--- src/rtl/i2c_svc_pkg.sv ---
package i2c_svc_pkg;

  localparam int NFLAGS      = 6;
  localparam int F_WR_ADDR   = 0;
  localparam int F_RX_HI     = 1;
  localparam int F_TX_LO     = 2;
  localparam int F_RD_ADDR   = 3;
  localparam int F_TX_DRY    = 4;
  localparam int F_RD_DONE   = 5;

  typedef enum logic [1:0] {
    ST_IDLE  = 2'd0,
    ST_WRITE = 2'd1,
    ST_FLUSH = 2'd2,
    ST_READ  = 2'd3
  } xfer_st_t;

  function automatic logic at_or_above(input int level, input int thr);
    return level >= thr;
  endfunction

  function automatic logic at_or_below(input int level, input int thr);
    return level <= thr;
  endfunction

  function automatic int slots_free(input int depth, input int level);
    return depth - level;
  endfunction

  function automatic logic burst_fits(input int free, input int burst);
    return (burst > 1) && (free >= burst);
  endfunction

endpackage

--- src/rtl/svc_sequencer.sv ---
module svc_sequencer
  import i2c_svc_pkg::*;
#(
  parameter int LVL_W  = 5,
  parameter int CFG_W  = 4,
  parameter int STAT_W = 4
) (
  input  logic              clk,
  input  logic              rst_n,
  input  logic              addr_wr_i,
  input  logic              addr_rd_i,
  input  logic              stop_i,
  input  logic              nack_i,
  input  logic              byte_req_i,
  input  logic [LVL_W-1:0]  tx_level_i,
  input  logic [CFG_W-1:0]  rx_thr_i,
  input  logic [CFG_W-1:0]  tx_thr_i,
  input  logic [CFG_W-1:0]  burst_i,
  input  logic [STAT_W-1:0] status_i,
  output logic [CFG_W-1:0]  rx_thr_q,
  output logic [CFG_W-1:0]  tx_thr_q,
  output logic [CFG_W-1:0]  burst_q,
  output logic [STAT_W-1:0] status_q,
  output logic              busy_o,
  output logic              rd_active_o,
  output logic              tx_flush_o,
  output logic              scl_hold_o,
  output logic              ev_wr_addr,
  output logic              ev_rd_ready,
  output logic              ev_tx_dry,
  output logic              ev_rd_done
);

  xfer_st_t st_q, st_d;

  always_comb begin
    st_d = st_q;
    unique case (st_q)
      ST_IDLE: begin
        if (addr_wr_i)      st_d = ST_WRITE;
        else if (addr_rd_i) st_d = ST_FLUSH;
      end
      ST_WRITE: if (stop_i) st_d = ST_IDLE;
      ST_FLUSH: st_d = ST_READ;
      ST_READ:  if (nack_i) st_d = ST_IDLE;
      default:  st_d = ST_IDLE;
    endcase
  end

  always_ff @(posedge clk or negedge rst_n) begin
    if (!rst_n) st_q <= ST_IDLE;
    else        st_q <= st_d;
  end

  // configuration shadow: follows the inputs only between transfers
  always_ff @(posedge clk or negedge rst_n) begin
    if (!rst_n) begin
      rx_thr_q <= '0;
      tx_thr_q <= '0;
      burst_q  <= '0;
    end else if (st_q == ST_IDLE) begin
      rx_thr_q <= rx_thr_i;
      tx_thr_q <= tx_thr_i;
      burst_q  <= burst_i;
    end
  end

  always_ff @(posedge clk or negedge rst_n) begin
    if (!rst_n)       status_q <= '0;
    else if (ev_rd_done) status_q <= status_i;
  end

  assign busy_o      = (st_q != ST_IDLE);
  assign rd_active_o = (st_q == ST_READ);
  assign ev_wr_addr  = (st_q == ST_IDLE) && addr_wr_i;
  assign ev_rd_ready = (st_q == ST_FLUSH);
  assign tx_flush_o  = (st_q == ST_FLUSH);
  assign scl_hold_o  = rd_active_o && byte_req_i && (tx_level_i == '0);
  assign ev_tx_dry   = scl_hold_o;
  assign ev_rd_done  = rd_active_o && nack_i;

endmodule

--- src/rtl/svc_flag_bank.sv ---
module svc_flag_bank #(
  parameter int N = 6
) (
  input  logic         clk,
  input  logic         rst_n,
  input  logic [N-1:0] set_i,
  input  logic [N-1:0] clr_i,
  input  logic [N-1:0] en_i,
  output logic [N-1:0] flags_o,
  output logic         irq_o
);

  for (genvar g = 0; g < N; g++) begin : g_flag
    always_ff @(posedge clk or negedge rst_n) begin
      if (!rst_n)        flags_o[g] <= 1'b0;
      else if (set_i[g]) flags_o[g] <= 1'b1;
      else if (clr_i[g]) flags_o[g] <= 1'b0;
    end
  end

  assign irq_o = |(flags_o & en_i);

endmodule

--- src/rtl/svc_dma_ctl.sv ---
module svc_dma_ctl
  import i2c_svc_pkg::*;
#(
  parameter int DEPTH = 16,
  parameter int LVL_W = 5,
  parameter int CFG_W = 4
) (
  input  logic             clk,
  input  logic             rst_n,
  input  logic             dma_en_i,
  input  logic             rd_active_i,
  input  logic             rd_done_i,
  input  logic [LVL_W-1:0] tx_level_i,
  input  logic [LVL_W-1:0] rx_level_i,
  input  logic [CFG_W-1:0] burst_q,
  input  logic             tx_ack_i,
  input  logic             rx_ack_i,
  output logic             tx_sreq_o,
  output logic             tx_breq_o,
  output logic             tx_last_o,
  output logic             rx_sreq_o
);

  logic tx_pend;
  logic big_burst;
  int   free_now;

  assign tx_pend   = tx_sreq_o | tx_breq_o;
  assign big_burst = int'(burst_q) > 1;
  assign free_now  = slots_free(DEPTH, int'(tx_level_i));

  always_ff @(posedge clk or negedge rst_n) begin
    if (!rst_n) begin
      tx_sreq_o <= 1'b0;
      tx_breq_o <= 1'b0;
      tx_last_o <= 1'b0;
    end else if (rd_done_i && dma_en_i) begin
      tx_breq_o <= big_burst;
      tx_sreq_o <= !big_burst;
      tx_last_o <= 1'b1;
    end else if (tx_ack_i) begin
      tx_sreq_o <= 1'b0;
      tx_breq_o <= 1'b0;
      tx_last_o <= 1'b0;
    end else if (!tx_pend && rd_active_i && dma_en_i) begin
      if (burst_fits(free_now, int'(burst_q))) tx_breq_o <= 1'b1;
      else if (free_now > 0)                  tx_sreq_o <= 1'b1;
    end
  end

  always_ff @(posedge clk or negedge rst_n) begin
    if (!rst_n)                                         rx_sreq_o <= 1'b0;
    else if (rx_ack_i)                                  rx_sreq_o <= 1'b0;
    else if (!rx_sreq_o && dma_en_i && rx_level_i != '0) rx_sreq_o <= 1'b1;
  end

endmodule

--- src/rtl/i2c_slave_fifo_svc.sv ---
module i2c_slave_fifo_svc
  import i2c_svc_pkg::*;
#(
  parameter int FIFO_DEPTH = 16,
  parameter int CFG_W      = 4,
  parameter int STAT_W     = 4,
  localparam int LVL_W     = $clog2(FIFO_DEPTH + 1)
) (
  input  logic              clk,
  input  logic              rst_n,
  input  logic              addr_wr_i,
  input  logic              addr_rd_i,
  input  logic              stop_i,
  input  logic              nack_i,
  input  logic              byte_req_i,
  input  logic [STAT_W-1:0] status_i,
  input  logic [LVL_W-1:0]  tx_level_i,
  input  logic [LVL_W-1:0]  rx_level_i,
  output logic              tx_flush_o,
  output logic              scl_hold_o,
  input  logic              dma_en_i,
  input  logic [CFG_W-1:0]  rx_thr_i,
  input  logic [CFG_W-1:0]  tx_thr_i,
  input  logic [CFG_W-1:0]  burst_i,
  input  logic [NFLAGS-1:0] irq_en_i,
  input  logic [NFLAGS-1:0] clr_i,
  output logic [NFLAGS-1:0] flags_o,
  output logic              irq_o,
  output logic [STAT_W-1:0] status_o,
  output logic              tx_sreq_o,
  output logic              tx_breq_o,
  output logic              tx_last_o,
  input  logic              tx_ack_i,
  output logic              rx_sreq_o,
  input  logic              rx_ack_i
);

  logic [CFG_W-1:0]  rx_thr_q, tx_thr_q, burst_q;
  logic              xfer_busy, rd_active;
  logic              ev_wr_addr, ev_rd_ready, ev_tx_dry, ev_rd_done;
  logic              ev_rx_hi, ev_tx_lo;
  logic [NFLAGS-1:0] flag_set;

  svc_sequencer #(
    .LVL_W(LVL_W), .CFG_W(CFG_W), .STAT_W(STAT_W)
  ) u_seq (
    .clk        (clk),
    .rst_n      (rst_n),
    .addr_wr_i  (addr_wr_i),
    .addr_rd_i  (addr_rd_i),
    .stop_i     (stop_i),
    .nack_i     (nack_i),
    .byte_req_i (byte_req_i),
    .tx_level_i (tx_level_i),
    .rx_thr_i   (rx_thr_i),
    .tx_thr_i   (tx_thr_i),
    .burst_i    (burst_i),
    .status_i   (status_i),
    .rx_thr_q   (rx_thr_q),
    .tx_thr_q   (tx_thr_q),
    .burst_q    (burst_q),
    .status_q   (status_o),
    .busy_o     (xfer_busy),
    .rd_active_o(rd_active),
    .tx_flush_o (tx_flush_o),
    .scl_hold_o (scl_hold_o),
    .ev_wr_addr (ev_wr_addr),
    .ev_rd_ready(ev_rd_ready),
    .ev_tx_dry  (ev_tx_dry),
    .ev_rd_done (ev_rd_done)
  );

  assign ev_rx_hi = at_or_above(int'(rx_level_i), int'(rx_thr_q));
  assign ev_tx_lo = at_or_below(int'(tx_level_i), int'(tx_thr_q));

  always_comb begin
    flag_set            = '0;
    flag_set[F_WR_ADDR] = ev_wr_addr;
    flag_set[F_RX_HI]   = ev_rx_hi;
    flag_set[F_TX_LO]   = ev_tx_lo;
    flag_set[F_RD_ADDR] = ev_rd_ready;
    flag_set[F_TX_DRY]  = ev_tx_dry;
    flag_set[F_RD_DONE] = ev_rd_done;
  end

  svc_flag_bank #(.N(NFLAGS)) u_flags (
    .clk    (clk),
    .rst_n  (rst_n),
    .set_i  (flag_set),
    .clr_i  (clr_i),
    .en_i   (irq_en_i),
    .flags_o(flags_o),
    .irq_o  (irq_o)
  );

  svc_dma_ctl #(
    .DEPTH(FIFO_DEPTH), .LVL_W(LVL_W), .CFG_W(CFG_W)
  ) u_dma (
    .clk        (clk),
    .rst_n      (rst_n),
    .dma_en_i   (dma_en_i),
    .rd_active_i(rd_active),
    .rd_done_i  (ev_rd_done),
    .tx_level_i (tx_level_i),
    .rx_level_i (rx_level_i),
    .burst_q    (burst_q),
    .tx_ack_i   (tx_ack_i),
    .rx_ack_i   (rx_ack_i),
    .tx_sreq_o  (tx_sreq_o),
    .tx_breq_o  (tx_breq_o),
    .tx_last_o  (tx_last_o),
    .rx_sreq_o  (rx_sreq_o)
  );

endmodule

--- config.mk ---
export PLATFORM = sky130hd
export DESIGN_NAME = i2c_slave_fifo_svc
export DESIGN_NICKNAME = d
export VERILOG_FILES = /design/src/rtl/i2c_svc_pkg.sv /design/src/rtl/svc_sequencer.sv /design/src/rtl/svc_flag_bank.sv /design/src/rtl/svc_dma_ctl.sv /design/src/rtl/i2c_slave_fifo_svc.sv
export SDC_FILE = /design/constraint.sdc
export NUM_CORES = 1
export LEC_CHECK = 0
export BUFFER_PORTS_ARGS = -buffer_cell sky130_fd_sc_hd__clkbuf_2
export CORE_UTILIZATION = 53
export CTS_BUF_LIST = sky130_fd_sc_hd__clkbuf_8
export DETAILED_ROUTE_END_ITERATION = 12
export GPL_TIMING_DRIVEN = 0
export PLACE_DENSITY = 0.91
export SYNTH_ARGS = -nofsm -noshare
export SYNTH_HDL_FRONTEND = slang
export SYNTH_SLANG_ARGS = --single-unit
export TNS_END_PERCENT = 100
--- constraint.sdc ---
create_clock -name clk -period 3.03 [get_ports clk]
set_input_delay 0.1515 -clock clk [delete_from_list [all_inputs] [get_ports clk]]
set_output_delay 0.1515 -clock clk [all_outputs]
set_load 0.02 [all_outputs]
Yosys cells after proc, flatten, opt, wreduce, memory -nomap -nowiden:

Index checks and enable logic that the tools add are counted.

* equal/unequal tests: 7
* add/subtract/negate cells: 1
* mux-type cells: 30
* bitwise operators: 2
* order comparisons: 5
* reduce and logical (&&, ||, !) cells: 31

Operators with widths (count)
* $ge A32 B5 Y1: 1
* $gt A32 B1 Y1 const B: 1
* $mux W1: 25
* $reduce_bool A2 Y1: 8
* $logic_and A1 B1 Y1: 10
* $reduce_bool A3 Y1: 3
* $mux W2: 4
* $pmux W2 S4: 1
* $and A6 B6 Y6: 1
* $reduce_and A3 Y1: 2
* $reduce_or A6 Y1: 1
* $sub A5 B5 Y6 const A: 1
* $ge A5 B4 Y1: 1
* $le A5 B4 Y1: 1
* $logic_not A5 Y1: 1
* $reduce_bool A5 Y1: 1
* $eq A2 B2 Y1 const B: 2
* $gt A4 B1 Y1 const B: 1
* $ne A2 B2 Y1 const B: 2
* $logic_not A1 Y1: 3
* $ne A3 B2 Y1 const B: 1
* $ne A3 B3 Y1 const B: 1
* $eq A2 B1 Y1 const B: 1
* $logic_not A2 Y1: 1
* 2 further kinds: 2

* word-level logic and storage cells: 91
* bits in registers: 28

Depth between registers and ports, before layout:

* word-level depth: 7
* depth in mapped cells: 8

Hierarchy:

A second synthesis with hierarchy kept.

* cell total of the unflattened synthesis: 153
* area total of the unflattened synthesis: 1646.6 um2

Modules (own cells, without submodules)
* svc_sequencer: times used 1, cells each 51, area an instance 748.2 um2, sequential area each 450.4 um2
* svc_dma_ctl: times used 1, cells each 51, area an instance 446.7 um2, sequential area each 100.1 um2
* svc_flag_bank: times used 1, cells each 22, area an instance 247.7 um2, sequential area each 150.1 um2
* i2c_slave_fifo_svc: times used 1, cells each 29, area an instance 203.9 um2, sequential area each 0.0 um2

Worst setup path before layout:

OpenSTA, ideal clock, no wires.

* path type: input -> register
* from: input port tx_level_i[0]
* to: register u_dma.tx_sreq_o
* required time: 2890 ps
* setup time: 140 ps
* stages on the path: 7
* data arrival time: 1409 ps
* setup slack: 1481 ps
* cells stage by stage: inv_1 ha_1 ha_1 nor2b_1 o211ai_1 a311oi_1 o311ai_1

* word-level cells in the longest chain between the ends: 5

Ends and longest elaborated chain
* start, declared: line i2c_slave_fifo_svc.sv:17 `input logic [LVL_W-1:0] tx_level_i,`
* $sub A5 B5 Y6 *: line i2c_svc_pkg.sv:27 `return depth - level;`
* $ge A32 B5 Y1: line i2c_svc_pkg.sv:31 `return (burst > 1) && (free >= burst);`
* $logic_and A1 B1 Y1: line i2c_svc_pkg.sv:31
* $ne A3 B2 Y1 (no line)
* $reduce_and A3 Y1 (no line) *
* end signal, assigned: line svc_dma_ctl.sv:39 `tx_sreq_o <= !big_burst;`
* end, declared: line svc_dma_ctl.sv:18 `output logic tx_sreq_o,`

Mark *: on every way between the ends. The rest lies on a longest branch, timed or not.
A chain may end at the register's enable or synchronous reset.

Final worst setup path:

* from: register u_seq.st_q[0]
* to: register u_seq.st_q[0]

* word-level cells in the longest chain between the ends: 3

Ends and longest elaborated chain
* start, declared: line svc_sequencer.sv:34 `xfer_st_t st_q, st_d;`
* start signal, assigned: line svc_sequencer.sv:52 `else st_q <= st_d;`
* $eq A2 B2 Y1 (tied with other cells): line svc_sequencer.sv:38 `unique case (st_q)`
* $ne A2 B2 Y1 (no line) / $ne A3 B3 Y1 (equally long branches)
* $reduce_and A3 Y1 (no line)

Parallel ways exist; a longest one is shown, timed or not.

==> metrics.txt <==
Peak VDD IR=0.595 mV; fmax=611 MHz; Mapped Area=1520 µm²; antenna cells=0; min Tclk post-route=1640 ps; post-cts sizing count=0; worst min-delay path class=in2reg; Clock Path Buffers=2; RSZ-0062 raised after global routing=no; Worst slew margin=53.7%; worst path cell trace=buf_2 -> nor2_1 -> clkbuf_1 -> a22oi_1; initial DRC count=33; Die ar.=3090 µm²; setup TNS=0 ps; Hold Fails Final Rpt=0; Max stage delay on crit path=460 ps; Syn. warnings=0; CTS root buf=clkbuf_8; power density cells=804 nW/µm²; worst skew pair latency=270 ps; TritonRoute pass-1 iters=4; post-synth cell types=32; core area=2730 µm²; H-tree levels=1; register bit count reported by yosys=28; Worst Path Required=3170 ps; Crit path max-delay family=buffers and inverters; drt drc=0; CP Launch Type=flip-flop; final setup vio count=0; first-pass GRT wire length=5640 µm; Max Clock Skew=3.05 ps; Final Max Tran Viols=0; post-CTS setup buffer count=0; vias in the first global route=1322; GR Util All Layers=23.7%; # hold bufs at CTS=1; worst path arrival time=1780 ps; I/O Pins=65; detailed placer's ending HPWL=2640 µm; fin area=1950 µm²; vias per cell=5.26; clock slew at reported path FFs=100 ps; Critical Path End Type=flip-flop; Max Cap Viol=0; via count=1342; most frequent cell after synthesis=dfrtp_1; Place WS=1240 ps; Synth area leaders=dfrtp_1 (46%), ha_1 (12%), inv_1 (6.4%); WP buf/inv=2; status=finished clean; Area Overhead vs Synth=27.9%; synth cell count leaders=dfrtp_1 (28), inv_1 (26), ha_1 (15), o21ai_0 (15), nand2_1 (12); CTS Sinks=28; Rows=19; Die Wd=55.6 µm; share of cells above drive strength 1=35.3%; setup ws final=1390 ps; largest net degree at the start of global routing=29; Routed WL per cell=13.4 µm; Max stage delay cell, worst path=clkbuf_1; WS Path Type=reg2reg; final antenna-violating net count=0; largest area contributor in the netlist=dfrtp_1; instance area at placement=1880 µm²; IO buf count=64; synthesized area per cell=9.82 µm²; Post-synth EDFFs=0; top cell type's share of synthesized area=46.0%; period utilization=54.0%; Leak=1.05 nW; Post-Syn Instances=155; CP max FO=10; initial antenna violation count=0; Async SR Flop Fraction=100%; DIE HEIGHT=55.6 µm; Total Wirelength=3410 µm; grt total ovfl=0; CTS tree=done; top_reg_cell synth=dfrtp_1; sequential area share after synthesis=46.0%; cts bufs inserted=3; syn nets=218; Final nets=288; routability cong.=0.824; pin slew with the least headroom to its limit=694 ps; Starting Density=55.7%
-- flip-flops by register name (all words and copies together), names as in the netlist, 2 cells and up --
register and count:
u_seq.status_q 4, u_seq.tx_thr_q 4, u_seq.st_q 2, u_seq.burst_q 4, u_flags.flags_o 6, u_seq.rx_thr_q 4
-- stage by stage --
stage               cells  hold slack (ps)  power [mW]  utilization [%]
global placement      250              216        1.29             68.8
CTS                   255             16.7        1.57             71.2
detailed placement    250              233        1.34             68.8
global route          255             34.0        1.69             71.2
floorplan             155             -144        1.09                -
finish                255             15.2        1.56             71.2
-- metal layers --
| layer | global-route usage, % | part of all wire [%] |
|---|---|---|
| met1 | 29.0 | 42 |
| met2 | 43.2 | 51 |
| met3 | 2.33 | 5.1 |
| met4 | 8.57 | 1.4 |
| met5 | 0 | 0 |
-- where the power goes --
| part | switching, mW | leakage, nW | total (mW) | internal [mW] |
|---|---|---|---|---|
| Sequential | 0.0756 | 0.345 | 0.605 | 0.530 |
| Combinational | 0.424 | 0.672 | 0.726 | 0.302 |
| Clock | 0.117 | 0.0288 | 0.233 | 0.116 |
-- path summary, 6_finish.rpt --
path                       cells past startpoint                             end                           from  slack (ps)
setup / recovery                               4       u_seq.st_q[0]$_DFFE_PN0P_      u_seq.st_q[0]$_DFFE_PN0P_        1390
setup reg to reg                               4       u_seq.st_q[0]$_DFFE_PN0P_      u_seq.st_q[0]$_DFFE_PN0P_        1390
hold reg to reg                                1   u_seq.status_q[3]$_DFFE_PN0P_  u_seq.status_q[3]$_DFFE_PN0P_         510
min in group asynchronous                      2  u_flags.flags_o[3]$_DFFE_PN0P_                          rst_n         440
max in group asynchronous                      2   u_seq.rx_thr_q[0]$_DFFE_PN0P_                          rst_n        2150
hold / removal                                 2     u_dma.rx_sreq_o$_DFFE_PN0P_                       rx_ack_i          20
-- cells in the final DEF, fill, tap and decap left out, types with 3 or more instances in the layout --
cell,n
nand2_1,12
a21oi_1,4
nor3_1,3
o21ai_0,15
clkbuf_8,4
clkbuf_2,64
mux2_2,8
ha_1,15
nand4_1,3
a22oi_1,4
dfrtp_1,28
inv_1,26
nor2_1,7
-- area by class of cell --
class | count | area [µm²]
fill | 224 | 787
multi-input combinational | 97 | 707
sequential | 28 | 701
timing repair buffer | 65 | 330
inverter | 26 | 97.6
clock buffer | 4 | 55.1
tap | 31 | 38.8
buffer | 4 | 17.5
-- cells by family (layout without fill, tap and decap cells) --
| group | count (synthesis) | in the layout | synth area share [%] |
|---|---|---|---|
| flops | 28 | 28 | 46.0 |
| compound gates | 35 | 35 | 14.4 |
| xor+xnor | 2 | 2 | 1.15 |
| buf+inv | 30 | 99 | 7.56 |
| mux | 8 | 8 | 5.92 |
| fa+ha+maj | 15 | 15 | 12.3 |
| simple gates | 37 | 37 | 12.7 |
(Power assumes the default switching activity.)
